## config.mk

```make
export PLATFORM = sky130hd
export DESIGN_NAME = lcd_mux_sequencer
export DESIGN_NICKNAME = d
export VERILOG_FILES = /design/src/rtl/lcdseq_pkg.sv /design/src/rtl/lcdseq_timebase.sv /design/src/rtl/lcdseq_frame_store.sv /design/src/rtl/lcdseq_drive.sv /design/src/rtl/lcd_mux_sequencer.sv
export SDC_FILE = /design/constraint.sdc
export NUM_CORES = 1
export LEC_CHECK = 0
export BUFFER_PORTS_ARGS = -buffer_cell sky130_fd_sc_hd__clkbuf_2
export CAP_MARGIN = 10
export CORE_MARGIN = 2
export CORE_UTILIZATION = 47
export CTS_CLUSTER_SIZE = 25
export DETAILED_ROUTE_END_ITERATION = 8
export PLACE_DENSITY = 0.8
export SLEW_MARGIN = 20
export SYNTH_ARGS = -nofsm -noshare
export SYNTH_HDL_FRONTEND = slang
export SYNTH_SLANG_ARGS = --single-unit
```

## constraint.sdc

```tcl
create_clock -name clk -period 2 [get_ports clk]
set_clock_uncertainty 0.15 [all_clocks]
set_input_delay 0.1 -clock clk [delete_from_list [all_inputs] [get_ports clk]]
set_output_delay 0.1 -clock clk [all_outputs]
set_load 0.1 [all_outputs]
```

## src/rtl/lcdseq_pkg.sv

```systemverilog
package lcdseq_pkg;

  typedef enum logic [1:0] {
    LV_LOW  = 2'b00,
    LV_MID  = 2'b01,
    LV_HIGH = 2'b10
  } lvl_t;

  // Level used on an active backplane in the given phase: even phases high.
  function automatic lvl_t active_level(input logic [1:0] ph);
    return ph[0] ? LV_LOW : LV_HIGH;
  endfunction

  function automatic lvl_t opposite(input lvl_t l);
    return (l == LV_HIGH) ? LV_LOW : LV_HIGH;
  endfunction

endpackage

```

## src/rtl/lcdseq_timebase.sv

```systemverilog
module lcdseq_timebase
  import lcdseq_pkg::*;
#(
  parameter int PHASE_DIV = 64
) (
  input  logic       clk,
  input  logic       rst,
  input  logic       mux2_i,
  input  logic       slave_i,
  input  logic [1:0] bp1_in_i,
  input  logic [1:0] bp2_in_i,
  output logic [1:0] phase_o,
  output logic       mode_o,
  output logic       wrap_o
);

  localparam int CW = (PHASE_DIV > 1) ? $clog2(PHASE_DIV) : 1;
  localparam logic [CW-1:0] CNT_LAST = CW'(PHASE_DIV - 1);

  logic [CW-1:0] cnt_q;
  logic [1:0]    phase_q;
  logic          mode_q;
  logic [1:0]    last;
  logic          tick;
  logic          restart;
  logic          dec_ok;
  logic [1:0]    dec_ph;

  always_comb begin
    last    = mode_q ? 2'd3 : 2'd1;
    tick    = (cnt_q == CNT_LAST);
    restart = (mux2_i != mode_q);
    dec_ok  = 1'b0;
    dec_ph  = 2'd0;
    if (mode_q) begin
      if (bp2_in_i == LV_MID && bp1_in_i == LV_HIGH) begin dec_ok = 1'b1; dec_ph = 2'd0; end
      else if (bp2_in_i == LV_MID && bp1_in_i == LV_LOW) begin dec_ok = 1'b1; dec_ph = 2'd1; end
      else if (bp1_in_i == LV_MID && bp2_in_i == LV_HIGH) begin dec_ok = 1'b1; dec_ph = 2'd2; end
      else if (bp1_in_i == LV_MID && bp2_in_i == LV_LOW) begin dec_ok = 1'b1; dec_ph = 2'd3; end
    end else begin
      if (bp1_in_i == LV_HIGH) begin dec_ok = 1'b1; dec_ph = 2'd0; end
      else if (bp1_in_i == LV_LOW) begin dec_ok = 1'b1; dec_ph = 2'd1; end
    end
    if (restart)
      wrap_o = 1'b1;
    else if (slave_i)
      wrap_o = dec_ok && (dec_ph == 2'd0) && (phase_q != 2'd0);
    else
      wrap_o = tick && (phase_q == last);
  end

  always_ff @(posedge clk) begin
    if (rst) begin
      cnt_q   <= '0;
      phase_q <= 2'd0;
      mode_q  <= mux2_i;
    end else if (restart) begin
      cnt_q   <= '0;
      phase_q <= 2'd0;
      mode_q  <= mux2_i;
    end else if (slave_i) begin
      cnt_q <= '0;
      if (dec_ok) phase_q <= dec_ph;
    end else begin
      cnt_q <= tick ? '0 : cnt_q + 1'b1;
      if (tick) phase_q <= (phase_q == last) ? 2'd0 : phase_q + 2'd1;
    end
  end

  assign phase_o = phase_q;
  assign mode_o  = mode_q;

  // master phases step by one and wrap after the last phase of the frame
  p_phase_order_r5: assert property (@(posedge clk) disable iff (rst)
    (!$past(rst) && !$past(slave_i) && !$past(restart) && phase_q != $past(phase_q))
      |-> (phase_q == (($past(phase_q) == $past(last)) ? 2'd0 : $past(phase_q) + 2'd1)));

  // an undecodable slave input pattern holds the phase
  p_slave_hold_r9: assert property (@(posedge clk) disable iff (rst)
    (!$past(rst) && $past(slave_i) && !$past(dec_ok) && !$past(restart))
      |-> $stable(phase_q));

endmodule

```

## src/rtl/lcdseq_frame_store.sv

```systemverilog
module lcdseq_frame_store #(
  parameter int NSEG = 32
) (
  input  logic            clk,
  input  logic            rst,
  input  logic            load_i,
  input  logic [NSEG-1:0] bank_a_i,
  input  logic [NSEG-1:0] bank_b_i,
  output logic [NSEG-1:0] disp_a_o,
  output logic [NSEG-1:0] disp_b_o
);

  always_ff @(posedge clk) begin
    if (rst) begin
      disp_a_o <= '0;
      disp_b_o <= '0;
    end else if (load_i) begin
      disp_a_o <= bank_a_i;
      disp_b_o <= bank_b_i;
    end
  end

  // displayed image changes only on a frame boundary
  p_hold_midframe_r7: assert property (@(posedge clk) disable iff (rst)
    (!$past(rst) && !$past(load_i)) |-> ($stable(disp_a_o) && $stable(disp_b_o)));

endmodule

```

## src/rtl/lcdseq_drive.sv

```systemverilog
module lcdseq_drive
  import lcdseq_pkg::*;
#(
  parameter int NSEG = 32
) (
  input  logic              clk,
  input  logic              rst,
  input  logic [1:0]        phase_i,
  input  logic              mode_i,
  input  logic [NSEG-1:0]   disp_a_i,
  input  logic [NSEG-1:0]   disp_b_i,
  output logic [1:0]        bp1_o,
  output logic [1:0]        bp2_o,
  output logic [2*NSEG-1:0] seg_o
);

  lvl_t              act;
  lvl_t              inv;
  lvl_t              bp1_n;
  lvl_t              bp2_n;
  logic [NSEG-1:0]   pick;
  logic [2*NSEG-1:0] seg_n;
  logic              mode_r;

  always_comb begin
    act = active_level(phase_i);
    inv = opposite(act);
    if (!mode_i) begin
      bp1_n = act;
      bp2_n = LV_LOW;
    end else if (!phase_i[1]) begin
      bp1_n = act;
      bp2_n = LV_MID;
    end else begin
      bp1_n = LV_MID;
      bp2_n = act;
    end
  end

  for (genvar g = 0; g < NSEG; g++) begin : g_seg
    assign pick[g] = (mode_i && phase_i[1]) ? disp_b_i[g] : disp_a_i[g];
    assign seg_n[2*g +: 2] = pick[g] ? inv : act;
  end

  always_ff @(posedge clk) begin
    if (rst) begin
      bp1_o  <= LV_LOW;
      bp2_o  <= LV_LOW;
      seg_o  <= '0;
      mode_r <= 1'b0;
    end else begin
      bp1_o  <= bp1_n;
      bp2_o  <= bp2_n;
      seg_o  <= seg_n;
      mode_r <= mode_i;
    end
  end

  // in multiplexed drive exactly one backplane leaves the mid level
  p_one_active_bp_r5: assert property (@(posedge clk) disable iff (rst)
    mode_r |-> ((bp1_o != LV_MID) != (bp2_o != LV_MID)));

  // static drive parks bp2 low and never rests bp1 at mid
  p_static_bp_r3: assert property (@(posedge clk) disable iff (rst)
    !mode_r |-> (bp2_o == LV_LOW && bp1_o != LV_MID));

  // a segment code is never mid and never the unused code
  p_seg_swing_r6: assert property (@(posedge clk) disable iff (rst)
    (seg_o[1:0] == LV_LOW || seg_o[1:0] == LV_HIGH));

endmodule

```

## src/rtl/lcd_mux_sequencer.sv

```systemverilog
module lcd_mux_sequencer
  import lcdseq_pkg::*;
#(
  parameter int NSEG      = 32,
  parameter int PHASE_DIV = 64
) (
  input  logic              clk,
  input  logic              rst,
  input  logic              mux2_i,
  input  logic              slave_i,
  input  logic [NSEG-1:0]   bank_a_i,
  input  logic [NSEG-1:0]   bank_b_i,
  input  logic [1:0]        bp1_in_i,
  input  logic [1:0]        bp2_in_i,
  output logic [1:0]        bp1_o,
  output logic [1:0]        bp2_o,
  output logic              bp_oe_o,
  output logic [2*NSEG-1:0] seg_o
);

  logic [1:0]      phase;
  logic            mode;
  logic            wrap;
  logic [NSEG-1:0] disp_a;
  logic [NSEG-1:0] disp_b;

  lcdseq_timebase #(.PHASE_DIV(PHASE_DIV)) u_time (
    .clk      (clk),
    .rst      (rst),
    .mux2_i   (mux2_i),
    .slave_i  (slave_i),
    .bp1_in_i (bp1_in_i),
    .bp2_in_i (bp2_in_i),
    .phase_o  (phase),
    .mode_o   (mode),
    .wrap_o   (wrap)
  );

  lcdseq_frame_store #(.NSEG(NSEG)) u_store (
    .clk      (clk),
    .rst      (rst),
    .load_i   (wrap),
    .bank_a_i (bank_a_i),
    .bank_b_i (bank_b_i),
    .disp_a_o (disp_a),
    .disp_b_o (disp_b)
  );

  lcdseq_drive #(.NSEG(NSEG)) u_drive (
    .clk      (clk),
    .rst      (rst),
    .phase_i  (phase),
    .mode_i   (mode),
    .disp_a_i (disp_a),
    .disp_b_i (disp_b),
    .bp1_o    (bp1_o),
    .bp2_o    (bp2_o),
    .seg_o    (seg_o)
  );

  always_ff @(posedge clk) begin
    if (rst) bp_oe_o <= 1'b0;
    else     bp_oe_o <= ~slave_i;
  end

  // a follower never drives its backplane pins
  p_release_bp_r8: assert property (@(posedge clk) disable iff (rst)
    (!$past(rst) && $past(slave_i)) |-> !bp_oe_o);

  // backplane codes stay within the three legal levels
  p_legal_bp_r2: assert property (@(posedge clk) disable iff (rst)
    (bp1_o != 2'b11 && bp2_o != 2'b11));

endmodule

```

After elaboration in Yosys (flattened, before gate mapping)
Cells that the tools add are included.
- bitwise gates (word level): 3
- mux-type cells: 92
- $add $sub $neg: 2
- equality and inequality tests: 9
- reduce and logical (&&, ||, !) cells: 19
- operators with widths (cell ; count):
    $mux 2 ; 47
    $mux 1 ; 45
    $logic_and 1x1->1 ; 8
    $add 6x1->6 const B ; 1
    $eq 2x2->1 const B ; 3
    $eq 6x6->1 const B ; 1
    $logic_not 2->1 ; 3
    $reduce_bool 2->1 ; 3
    $eq 2x1->1 const B ; 2
    $reduce_or 2->1 ; 2
    $reduce_or 4->1 ; 1
    $not 1->1 ; 3
    $reduce_or 3->1 ; 1
    $add 2x1->2 const B ; 1
    $eq 2x2->1 ; 1
    $ne 2x1->1 const B ; 1
    $reduce_and 2->1 ; 1
    $ne 1x1->1 ; 1
- register bits after elaboration: 142
- output and inout port bits: 69
- input bits: 72
- word-level logic and storage cells: 135

Depth between registers and ports, before layout
Gate-level depths: netlist of run 1.
- depth in word-level cells: 12
- mapped depth: 9
- mapped depth without buffers: 5

Cells and area by module
Synthesis of run 1 repeated with hierarchy kept, for this count alone.
- cell total of the unflattened synthesis: 415
- area total of the unflattened synthesis: 4515.6 um2
- by module, submodules not included (module ; instances ; cells an instance ; area an instance (um2) ; sequential area each (um2)):
    lcdseq_frame_store ; 1 ; 206 ; 2290.9 ; 1281.2
    lcdseq_drive ; 1 ; 150 ; 1712.9 ; 720.7
    lcdseq_timebase ; 1 ; 57 ; 488.0 ; 190.2
    lcd_mux_sequencer ; 1 ; 2 ; 23.8 ; 20.0

Worst setup path after synthesis of run 1
Ideal clock, no wire load.
- path kind: reg-to-reg
- start: register u_time.phase_q[0] (netlist: u_time.phase_o[0])
- end: register u_store.disp_a_o[0]
- data required time: 1.730 ns
- stages on the path, launching flop included: 10
- library setup time: 0.120 ns
- arrival time: 1.733 ns
- buffers on the path: 4
- period minus slack after synthesis: 2.003 ns
- path slack: -0.003 ns
- path through: dfxtp_1 > buf_2 > buf_2 > inv_2 > ha_1 > nor3b_1 > a211oi_1 > buf_4 > buf_6 > mux2i_1
- word-level cells in the longest chain between the ends: 4
- elaborated cells between the ends (all ways): 6
- classes of those cells: eq/ne (1); mux (2); reduce/logical (3)
- RTL lines (item ; RTL line ; text):
    from (decl) ; lcdseq_timebase.sv:21 ; logic [1:0] phase_q;
    from (signal assigned) ; lcdseq_timebase.sv:63 ; if (dec_ok) phase_q <= dec_ph;
    from (signal assigned) ; lcdseq_timebase.sv:66 ; if (tick) phase_q <= (phase_q == last) ? 2'd0 : phase_q + 2'd1;
    $eq 2x2->1 / $reduce_bool 2->1 (equally long branches) ; lcdseq_timebase.sv:49, lcdseq_timebase.sv:47 ;
    $logic_and 1x1->1 (on tied branches) ; lcdseq_timebase.sv:49, lcdseq_timebase.sv:47 ;
    $mux 1 (*) ; lcdseq_timebase.sv:46 ; else if (slave_i)
    $mux 1 (*) ; lcdseq_timebase.sv:44 ; if (restart)
    to (signal assigned) ; lcdseq_frame_store.sv:18 ; disp_a_o <= bank_a_i;
    to (decl) ; lcdseq_frame_store.sv:9 ; output logic [NSEG-1:0] disp_a_o,
Every way passes the cells marked *; elsewhere a longest branch is shown, timed or not.
A chain may end at the register's enable or synchronous reset.

Worst setup path after layout of run 1
- start: register u_time.mode_q (netlist: u_time.mode_o)
- end: register u_store.disp_b_o[18]
- word-level cells in the longest chain between the ends: 6
- elaborated cells between the ends (all ways): 11
- classes of those cells: eq/ne (2); mux (5); reduce/logical (4)
- RTL lines (item ; RTL line ; text):
    from (decl) ; lcdseq_timebase.sv:22 ; logic mode_q;
    from (signal assigned) ; lcdseq_timebase.sv:56 ; mode_q <= mux2_i;
    from (signal assigned) ; lcdseq_timebase.sv:60 ; mode_q <= mux2_i;
    $mux 2 ; lcdseq_timebase.sv:35 ; if (mode_q) begin
    $logic_not 2->1 ; lcdseq_timebase.sv:47 ; wrap_o = dec_ok && (dec_ph == 2'd0) && (phase_q != 2'd0);
    $logic_and 1x1->1 (2 in series) ; lcdseq_timebase.sv:47 ;
    $mux 1 ; lcdseq_timebase.sv:46 ;
    $mux 1 (*) ; lcdseq_timebase.sv:44 ;
    to (signal assigned) ; lcdseq_frame_store.sv:19 ; disp_b_o <= bank_b_i;
    to (decl) ; lcdseq_frame_store.sv:10 ; output logic [NSEG-1:0] disp_b_o
Marks and branches as above.

==> impl_metrics.tcl, run 1 <==
set metrics [dict create \
    wl_mm 11.1 \
    htreeDepth 3 \
    area_growth_syn_to_layout_pct 32.1 \
    ys.flop_type "dfxtp_1" \
    crit_required_ns 2.10 \
    grt_pass1_wl_mm 17.1 \
    numCtsBuffers 9 \
    root_buffer "clkbuf_8" \
    rsz0062_at_grt "true" \
    dpl.hpwl_mm 6.83 \
    whs_endpoint "u_time.phase_o[0]" \
    ys_warn_count 0 \
    synth_area_sq_um 5140 \
    timing.hold.worst.class "input pin to register" \
    fillerInstances 858 \
    grt.total_usage 0.185 \
    clkTransAtPathRegs_ns 0.10 \
    routed-via-count 3844 \
    timing.final.max_slew_violations 0 \
    synth_edf_count 1 \
    cp-start-kind "register" \
    ant_nets 0 \
    ys_async_sr_fraction 0 \
    holdWs_ns 0.0616 \
    drive_gt1_frac 0.237 \
    routedWlPerCell_um 13.2 \
    antenna_found_initial 0 \
    dp_slack_ns -0.0523 \
    rr_startpoint "u_time.mode_o" \
    final_util 0.633 \
    power.density_nw_per_um2 840 \
    fmax_mhz 501 \
    dr.pass1.iters 4 \
    core-area_sq_um 10700 \
    netlist-cell-type-count 30 \
    cts_buffer_depth 2 \
    rr_endpoint "u_store.disp_b_o[18]" \
    synth_cells 515 \
    end_kind "register" \
    rr_worst_depth 7 \
    period_share 0.997 \
    crit_path_max_fanout 7 \
    outcome "complete, no violations" \
    clock-sinks 110 \
    synth_seq_area_share 0.430 \
    die-area_sq_um 11800 \
    multiInputGateArea_sq_um 2670 \
    min_period_ns 1.99 \
    reg2reg_slack_ns 0.005 \
    initial_core_util 0.479 \
    power.leakage_nw 2.90 \
    holdCritStartpoint "bp1_in_i[0]" \
    setup-violations-final 0 \
    drc 0 \
    final_nets 766 \
    hold_viol 0 \
    drv_cap 0 \
    grt_pass1_vias 3790 \
    hold_depth 4 \
    io_buffers 108 \
    cts_tree "yes" \
    slew_headroom 0.623 \
    grt_max_degree 166 \
    worst_pin_slew_ns 0.567 \
    crit_arrival_ns 2.10 \
    ios 141 \
    synth_seq_cells 110 \
    avgSynthCellArea_sq_um 9.99 \
    criticalPathCategory "register to register" \
    setup_ws_ns 0.00538 \
    overflow 0 \
    row_count 38 \
    via_per_inst 4.60 \
    drt-initial-drc-count 159 \
    ir_worst_vdd_mv 0.435 \
    regArea_sq_um 2210 \
    diodes 0 \
    clock_latency_ns 0.36 \
    die_h_um 109 \
    gp_congestion 0.805 \
    die_x_um 109 \
]
placed cells by master, fill, tap and decap left out, types with 2 or more instances in the layout:
master / count
dfxtp_2: 2
buf_12: 4
clkbuf_1: 2
nor3b_1: 4
conb_1: 32
buf_6: 5
nand3_1: 2
nand2b_1: 129
dfxtp_1: 107
clkinv_4: 2
xnor2_1: 35
nor2_2: 5
clkbuf_8: 9
clkbuf_16: 2
inv_2: 2
buf_4: 12
clkbuf_2: 107
dlygate4sd3_1: 69
xor2_1: 2
mux2i_1: 95
nor2_1: 40
a2111oi_0: 2
nand2_1: 3
inv_1: 2
final cells by class:
| cell class | count | area share |
|---|---|---|
| clock buffers | 11 | 0.0193 |
| clock inverters | 5 | 0.00884 |
| inverters | 4 | 0.00221 |
| multi-input cells | 366 | 0.393 |
| flip-flops and latches | 110 | 0.326 |
| well taps | 140 | 0.0258 |
| repair buffers | 200 | 0.225 |
flip-flops by register name (all words and copies together) (netlist names):
signal and count:
bp_oe_o 1, u_drive.bp1_o 2, u_drive.bp2_o 2, u_drive.seg_o 32
u_store.disp_a_o 32, u_store.disp_b_o 32, u_time.cnt_q 6, u_time.mode_o 1
u_time.phase_o 2
worst max-delay path, cell delays in order (launching register included):
cell	delay, ns
edfxtp_1	0.46
ha_4	0.27
nand2b_4	0.14
nor4_2	0.32
a211oi_4	0.09
buf_6	0.17
clkbuf_16	0.17
mux2i_1	0.11
worst max-delay path by stage:
stage / startpoint / endpoint / slack [ns] / cells after the start
5_1_grt: u_time.mode_o / u_store.disp_a_o[7] / -0.06 / 7
3_3_place_gp: u_time.mode_o / u_store.disp_b_o[10] / 0.03 / 8
6_report: u_time.mode_o / u_store.disp_b_o[18] / 0.005 / 7
2_1_floorplan: u_time.phase_o[0] / u_store.disp_a_o[0] / 0.06 / 9
4_1_cts: u_time.mode_o / u_store.disp_b_o[15] / -0.02 / 8
3_5_place_dp: u_time.mode_o / u_store.disp_a_o[27] / -0.05 / 8
power breakdown:
part / total (mW) / internal (mW) / switching [mW]
sequential: 2.50 / 2.41 / 0.0953
clock: 1.32 / 0.584 / 0.741
combinational: 1.88 / 0.599 / 1.28
total: 5.71 / 3.59 / 2.12
routing by layer:
metal	track usage	vias up	routed length (um)
li1	-	1936	-
met1	0.216	1789	4770
met2	0.333	99	5590
met3	0.0341	20	476
met4	0.0742	0	240
met5	0	-	0
cell usage after synthesis (3+ instances only):
| cell | number | area [sq um] |
|---|---|---|
| buf_2 | 7 | 35.0 |
| buf_4 | 33 | 248 |
| buf_6 | 7 | 78.8 |
| clkbuf_1 | 18 | 67.6 |
| dfxtp_1 | 109 | 2180 |
| ha_1 | 3 | 37.5 |
| mux2i_1 | 96 | 961 |
| nand2_1 | 3 | 11.3 |
| nand2b_1 | 130 | 813 |
| nor2_1 | 40 | 150 |
| nor2_2 | 5 | 31.3 |
| nor3b_1 | 4 | 30.0 |
| xnor2_1 | 35 | 307 |
| xor2_1 | 3 | 26.3 |
through the flow:
step,TNS [ns],instance area [sq um],power [mW],cells
2_1_floorplan,0,5260,4.00,546
3_3_place_gp,0,5750,4.21,747
3_5_place_dp,-1.16,5750,4.24,747
4_1_cts,-0.0592,6690,5.70,834
5_1_grt,-1.67,6800,5.94,836
6_report,0,6800,5.71,836
logic make-up after synthesis:
logic type,Yosys count,share of synthesized area
mux,97,0.189
flops,110,0.430
compound gates,7,0.00997
other cells,1,0.000729
fa+ha+maj,3,0.00730
xor+xnor,38,0.0647
simple gates,189,0.211
buf+inv,70,0.0871
timing repair:
action,4_1_cts,5_1_grt
hold buffers,69,0
gates resized for setup,5,11
hold endpoints to repair,72,0
setup buffers,1,2
endpoints found under the setup margin,58,71
pin swaps,1,5
gates cloned,1,2
(Power assumes the default switching activity.)
==> inputs of run 2 (changes only) <==
--- a/config.mk
+++ b/config.mk
@@ -7,8 +7,10 @@
 export LEC_CHECK = 0
 export BUFFER_PORTS_ARGS = -buffer_cell sky130_fd_sc_hd__clkbuf_2
 export CAP_MARGIN = 10
+export CELL_PAD_IN_SITES_DETAIL_PLACEMENT = 1
+export CELL_PAD_IN_SITES_GLOBAL_PLACEMENT = 1
 export CORE_MARGIN = 2
-export CORE_UTILIZATION = 47
+export CORE_UTILIZATION = 36
 export CTS_CLUSTER_SIZE = 25
 export DETAILED_ROUTE_END_ITERATION = 8
 export PLACE_DENSITY = 0.8
==> impl_metrics.tcl, run 2 (synthesis gave the netlist of run 1 again) <==
set metrics [dict create \
    outcome "complete, no violations" \
    dr.pass1.iters 4 \
    dpl_cell_area_sq_um 5810 \
    holdCritStartpoint "bp1_in_i[0]" \
    grt.total_usage 0.172 \
    min_period_ns 2.00 \
    hold_depth 4 \
    clock_latency_ns 0.36 \
    setup_ws_ns 0.00412 \
    clkTransAtPathRegs_ns 0.07 \
    die-area_sq_um 15300 \
    cts_tree "yes" \
    io_buffers 108 \
    clock-sinks 110 \
    gp_congestion 0.777 \
    power.leakage_nw 2.96 \
    cts_buffer_depth 2 \
    rr_startpoint "u_time.phase_o[1]" \
    ant_nets 0 \
    setup-violations-final 0 \
    grt_pass1_wl_mm 20.2 \
    criticalPathCategory "register to register" \
    worst_pin_slew_ns 0.569 \
    drc 0 \
    crit_required_ns 2.10 \
    ir_worst_vdd_mv 0.401 \
    rr_worst_depth 9 \
    dpl.hpwl_mm 8.11 \
    slew_headroom 0.623 \
    core-area_sq_um 13900 \
    area_growth_syn_to_layout_pct 35.7 \
    rsz0062_at_grt "true" \
    hold_viol 0 \
    fin_area_sq_um 6980 \
    period_share 0.998 \
    dr_wl_met2_mm 6.95 \
    end_kind "register" \
    numCtsBuffers 9 \
    ios 141 \
    wl_met1_mm 5.57 \
    via_per_inst 4.45 \
    drv_cap 0 \
    reg2reg_slack_ns 0.004 \
    final_common_cell "nand2b_1" \
    timing.hold.worst.class "input pin to register" \
    die_h_um 124 \
    crit_arrival_ns 2.09 \
    routed-via-count 3903 \
    route.met3.wl_um 399 \
    crit_path_max_fanout 6 \
    holdWs_ns 0.109 \
    drive_gt1_frac 0.244 \
    power.total_mw 6.14 \
    final_nets 768 \
    timing.final.max_slew_violations 0 \
    diodes 0 \
    final_util 0.501 \
    htreeDepth 3 \
    root_buffer "clkbuf_16" \
    dp.cells 786 \
    final.setup.tns_ns 0 \
    die_x_um 124 \
    whs_endpoint "u_time.phase_o[0]" \
    fmax_mhz 501 \
    drt-initial-drc-count 194 \
    antenna_found_initial 0 \
    grt_pass1_vias 4155 \
    dp_slack_ns -0.149 \
    cp-start-kind "register" \
    routedWlPerCell_um 15.0 \
    initial_core_util 0.369 \
    wl_mm 13.2 \
    power.density_nw_per_um2 879 \
    maxUsedRoutingLayer "met4" \
    grt_max_degree 166 \
    final_cell_mix "nand2b_1, dfxtp_1, clkbuf_2" \
    final_cell_count_no_fill 878 \
    reg_top3 "u_drive.seg_o: 32 flops, u_store.disp_a_o: 32 flops, u_store.disp_b_o: 32 flops" \
    rr_endpoint "u_store.disp_b_o[13]" \
    row_count 43 \
    overflow 0 \
]
run 2: cell types whose count changed in the layout (fill, tap and decap cells not counted), sizes merged:
cell,before,now
bufinv,1,0
clkbuf,120,121
buf,22,24
run 2: layer usage:
metal  vias to the layer above  GRT usage
li1                       1948          -
met1                      1855      0.193
met2                        82      0.316
met3                        18     0.0291
met4                         0     0.0795
met5                         -          0
run 2: critical path, cell delays in order, from the launching register on:
cell	delay [ns]
dfxtp_2	0.36
buf_4	0.13
inv_1	0.06
ha_1	0.21
nor3b_2	0.28
a211oi_4	0.11
buf_12	0.16
clkbuf_16	0.16
clkbuf_16	0.16
mux2i_1	0.11
run 2: where the power goes:
group | internal, mW | leakage, nW | switching, mW | total, mW
clock | 0.875 | 0.132 | 0.811 | 1.69
combinational | 0.627 | 1.91 | 1.31 | 1.93
sequential | 2.41 | 0.915 | 0.108 | 2.52
total | 3.91 | 2.96 | 2.23 | 6.14
run 2: how the worst max path moves through the flow:
stage | from | endpoint | slack, ns | depth (start not counted)
2_1_floorplan | u_time.phase_o[0] | u_store.disp_a_o[0] | 0.06 | 9
3_3_place_gp | u_time.mode_o | u_store.disp_b_o[21] | -0.03 | 7
3_5_place_dp | u_time.mode_o | u_store.disp_b_o[22] | -0.15 | 7
4_1_cts | u_time.mode_o | u_store.disp_b_o[31] | -0.009 | 8
5_1_grt | u_time.phase_o[1] | u_store.disp_a_o[11] | -0.07 | 9
6_report | u_time.phase_o[1] | u_store.disp_b_o[13] | 0.004 | 9
run 2: repair_timing:
item                                    CTS  global route
gates resized for setup                  10            13
gates cloned                              2             2
buffers inserted                          4             1
hold buffers                             68             1
endpoints found under the setup margin   58            53
pin swaps                                 4             0
hold endpoints to repair                 69             4
run 2: cell type report:
class | count | area (sq um)
flip-flops and latches | 110 | 2210
well taps | 180 | 225
clock buffers | 12 | 246
repair buffers | 202 | 1580
fillers | 1568 | 6950
multi-input cells | 366 | 2680
clock inverters | 4 | 22.5
inverters | 4 | 15.0
==> inputs of run 3 (changes only) <==
--- a/config.mk
+++ b/config.mk
@@ -13,7 +13,9 @@
 export CORE_UTILIZATION = 36
 export CTS_CLUSTER_SIZE = 25
 export DETAILED_ROUTE_END_ITERATION = 8
+export MAX_ROUTING_LAYER = met4
 export PLACE_DENSITY = 0.8
+export SKIP_CTS_REPAIR_TIMING = 1
 export SLEW_MARGIN = 20
 export SYNTH_ARGS = -nofsm -noshare
 export SYNTH_HDL_FRONTEND = slang
==> impl_metrics.tcl, run 3 (synthesis gave the netlist of run 1 again) <==
set metrics [dict create \
    outcome "finished with violations" \
    violations "setup timing" \
    period_share 1.00 \
    final_nets 770 \
    crit_path_max_fanout 7 \
    clkTransAtPathRegs_ns 0.07 \
    dpl.hpwl_mm 8.11 \
    io_buffers 108 \
    comb_power_share 0.315 \
    p_int_mw 3.91 \
    drive_gt1_frac 0.244 \
    timing.final.max_slew_violations 0 \
    die_x_um 124 \
    reg_top3 "u_drive.seg_o: 32 flops, u_store.disp_a_o: 32 flops, u_store.disp_b_o: 32 flops" \
    cts_tree "yes" \
    gp_congestion 0.788 \
    netSwitchingFraction 0.362 \
    reg2reg_slack_ns -0.01 \
    grt.total_usage 0.157 \
    rsz0062_at_grt "true" \
    cts_buffer_depth 2 \
    p_clk_frac 0.275 \
    diodes 0 \
    final_util 0.501 \
    final.setup.tns_ns -0.0134 \
    crit_required_ns 2.13 \
    drc 0 \
    power.total_mw 6.13 \
    power_frac_seq 0.411 \
    setup-violations-final 5 \
    antenna_found_initial 0 \
    power.leakage_nw 2.96 \
    power.density_nw_per_um2 879 \
    ios 141 \
    cp-start-kind "register" \
    fmax_mhz 498 \
    area_growth_syn_to_layout_pct 35.6 \
    grt_pass1_wl_mm 17.9 \
    dp.cells 786 \
    numCtsBuffers 9 \
    netSwitchingPower_mw 2.22 \
    ant_nets 0 \
    htreeDepth 3 \
    drt-initial-drc-count 189 \
    clock-sinks 110 \
    grt_pass1_vias 3714 \
    hold_viol 0 \
    drv_cap 0 \
    row_count 43 \
    slew_headroom 0.617 \
    crit_arrival_ns 2.14 \
    final_cell_count_no_fill 880 \
    final_common_cell "nand2b_1" \
    die_h_um 124 \
    final_cell_mix "nand2b_1, dfxtp_1, clkbuf_2" \
    overflow 0 \
    timing.hold.worst.class "input pin to register" \
    dp_slack_ns -0.149 \
    dr.pass1.iters 5 \
    via_per_inst 4.48 \
    clock_latency_ns 0.35 \
    worst_pin_slew_ns 0.575 \
    end_kind "register" \
    min_period_ns 2.01 \
    grt_max_degree 166 \
    wl_mm 13.1 \
    core-area_sq_um 13900 \
    fillerInstances 1561 \
    setup_ws_ns -0.00981 \
    ir_worst_vdd_mv 0.416 \
    die-area_sq_um 15300 \
    routed-via-count 3942 \
    root_buffer "clkbuf_16" \
    routedWlPerCell_um 14.9 \
    initial_core_util 0.369 \
    criticalPathCategory "register to register" \
]
## run 3: area by class of cell
type	instances	area [sq um]	share of cell area
clock inverters	4	22.5	0.00323
inverters	4	15.0	0.00215
multi-input cells	366	2680	0.384
repair buffers	204	1570	0.225
clock buffers	12	246	0.0353
well taps	180	225	0.0323
flip-flops and latches	110	2210	0.317
## run 3: final timing paths
| kind | startpoint | endpoint | cells past startpoint |
|---|---|---|---|
| worst max-delay path | u_time.mode_o | u_store.disp_b_o[5] | 8 |
| worst min-delay path | rst | u_time.phase_o[0] | 3 |
| worst max register to register | u_time.mode_o | u_store.disp_b_o[5] | 8 |
| worst min register to register | u_store.disp_b_o[21] | u_store.disp_b_o[21] | 2 |
## run 3: routing by layer
| layer | global-route usage | vias up | wire [um] |
|---|---|---|---|
| met4 | 0.0831 | 0 | 316 |
| li1 | - | 1951 | - |
| met2 | 0.261 | 93 | 6770 |
| met5 | - | - | 0 |
| met1 | 0.180 | 1876 | 5550 |
| met3 | 0.0272 | 22 | 464 |
## run 3: stage by stage
step	cell area, sq um	hold WS (ns)
floorplan	5260	0.0224
global placement	5810	0.182
detailed placement	5810	0.186
CTS	6080	-0.183
global route	6980	0.0853
finish	6980	0.0454
## run 3: power by group through the flow
stage | logic, mW | registers, mW | clock network, mW
after floorplan | 0.870 | 3.13 | 0
after global placement | 1.68 | 2.55 | 0
after detailed placement | 1.71 | 2.57 | 0
after CTS | 1.72 | 2.52 | 1.71
after global routing | 2.04 | 2.54 | 1.82
final | 1.93 | 2.52 | 1.68
## run 3: critical path, stage by stage (launching register included)
cell,delay (ns)
edfxtp_1,0.44
ha_4,0.29
nand2b_4,0.13
nor4_4,0.04
a211oi_4,0.26
buf_12,0.17
buf_6,0.14
buf_4,0.12
mux2i_1,0.18
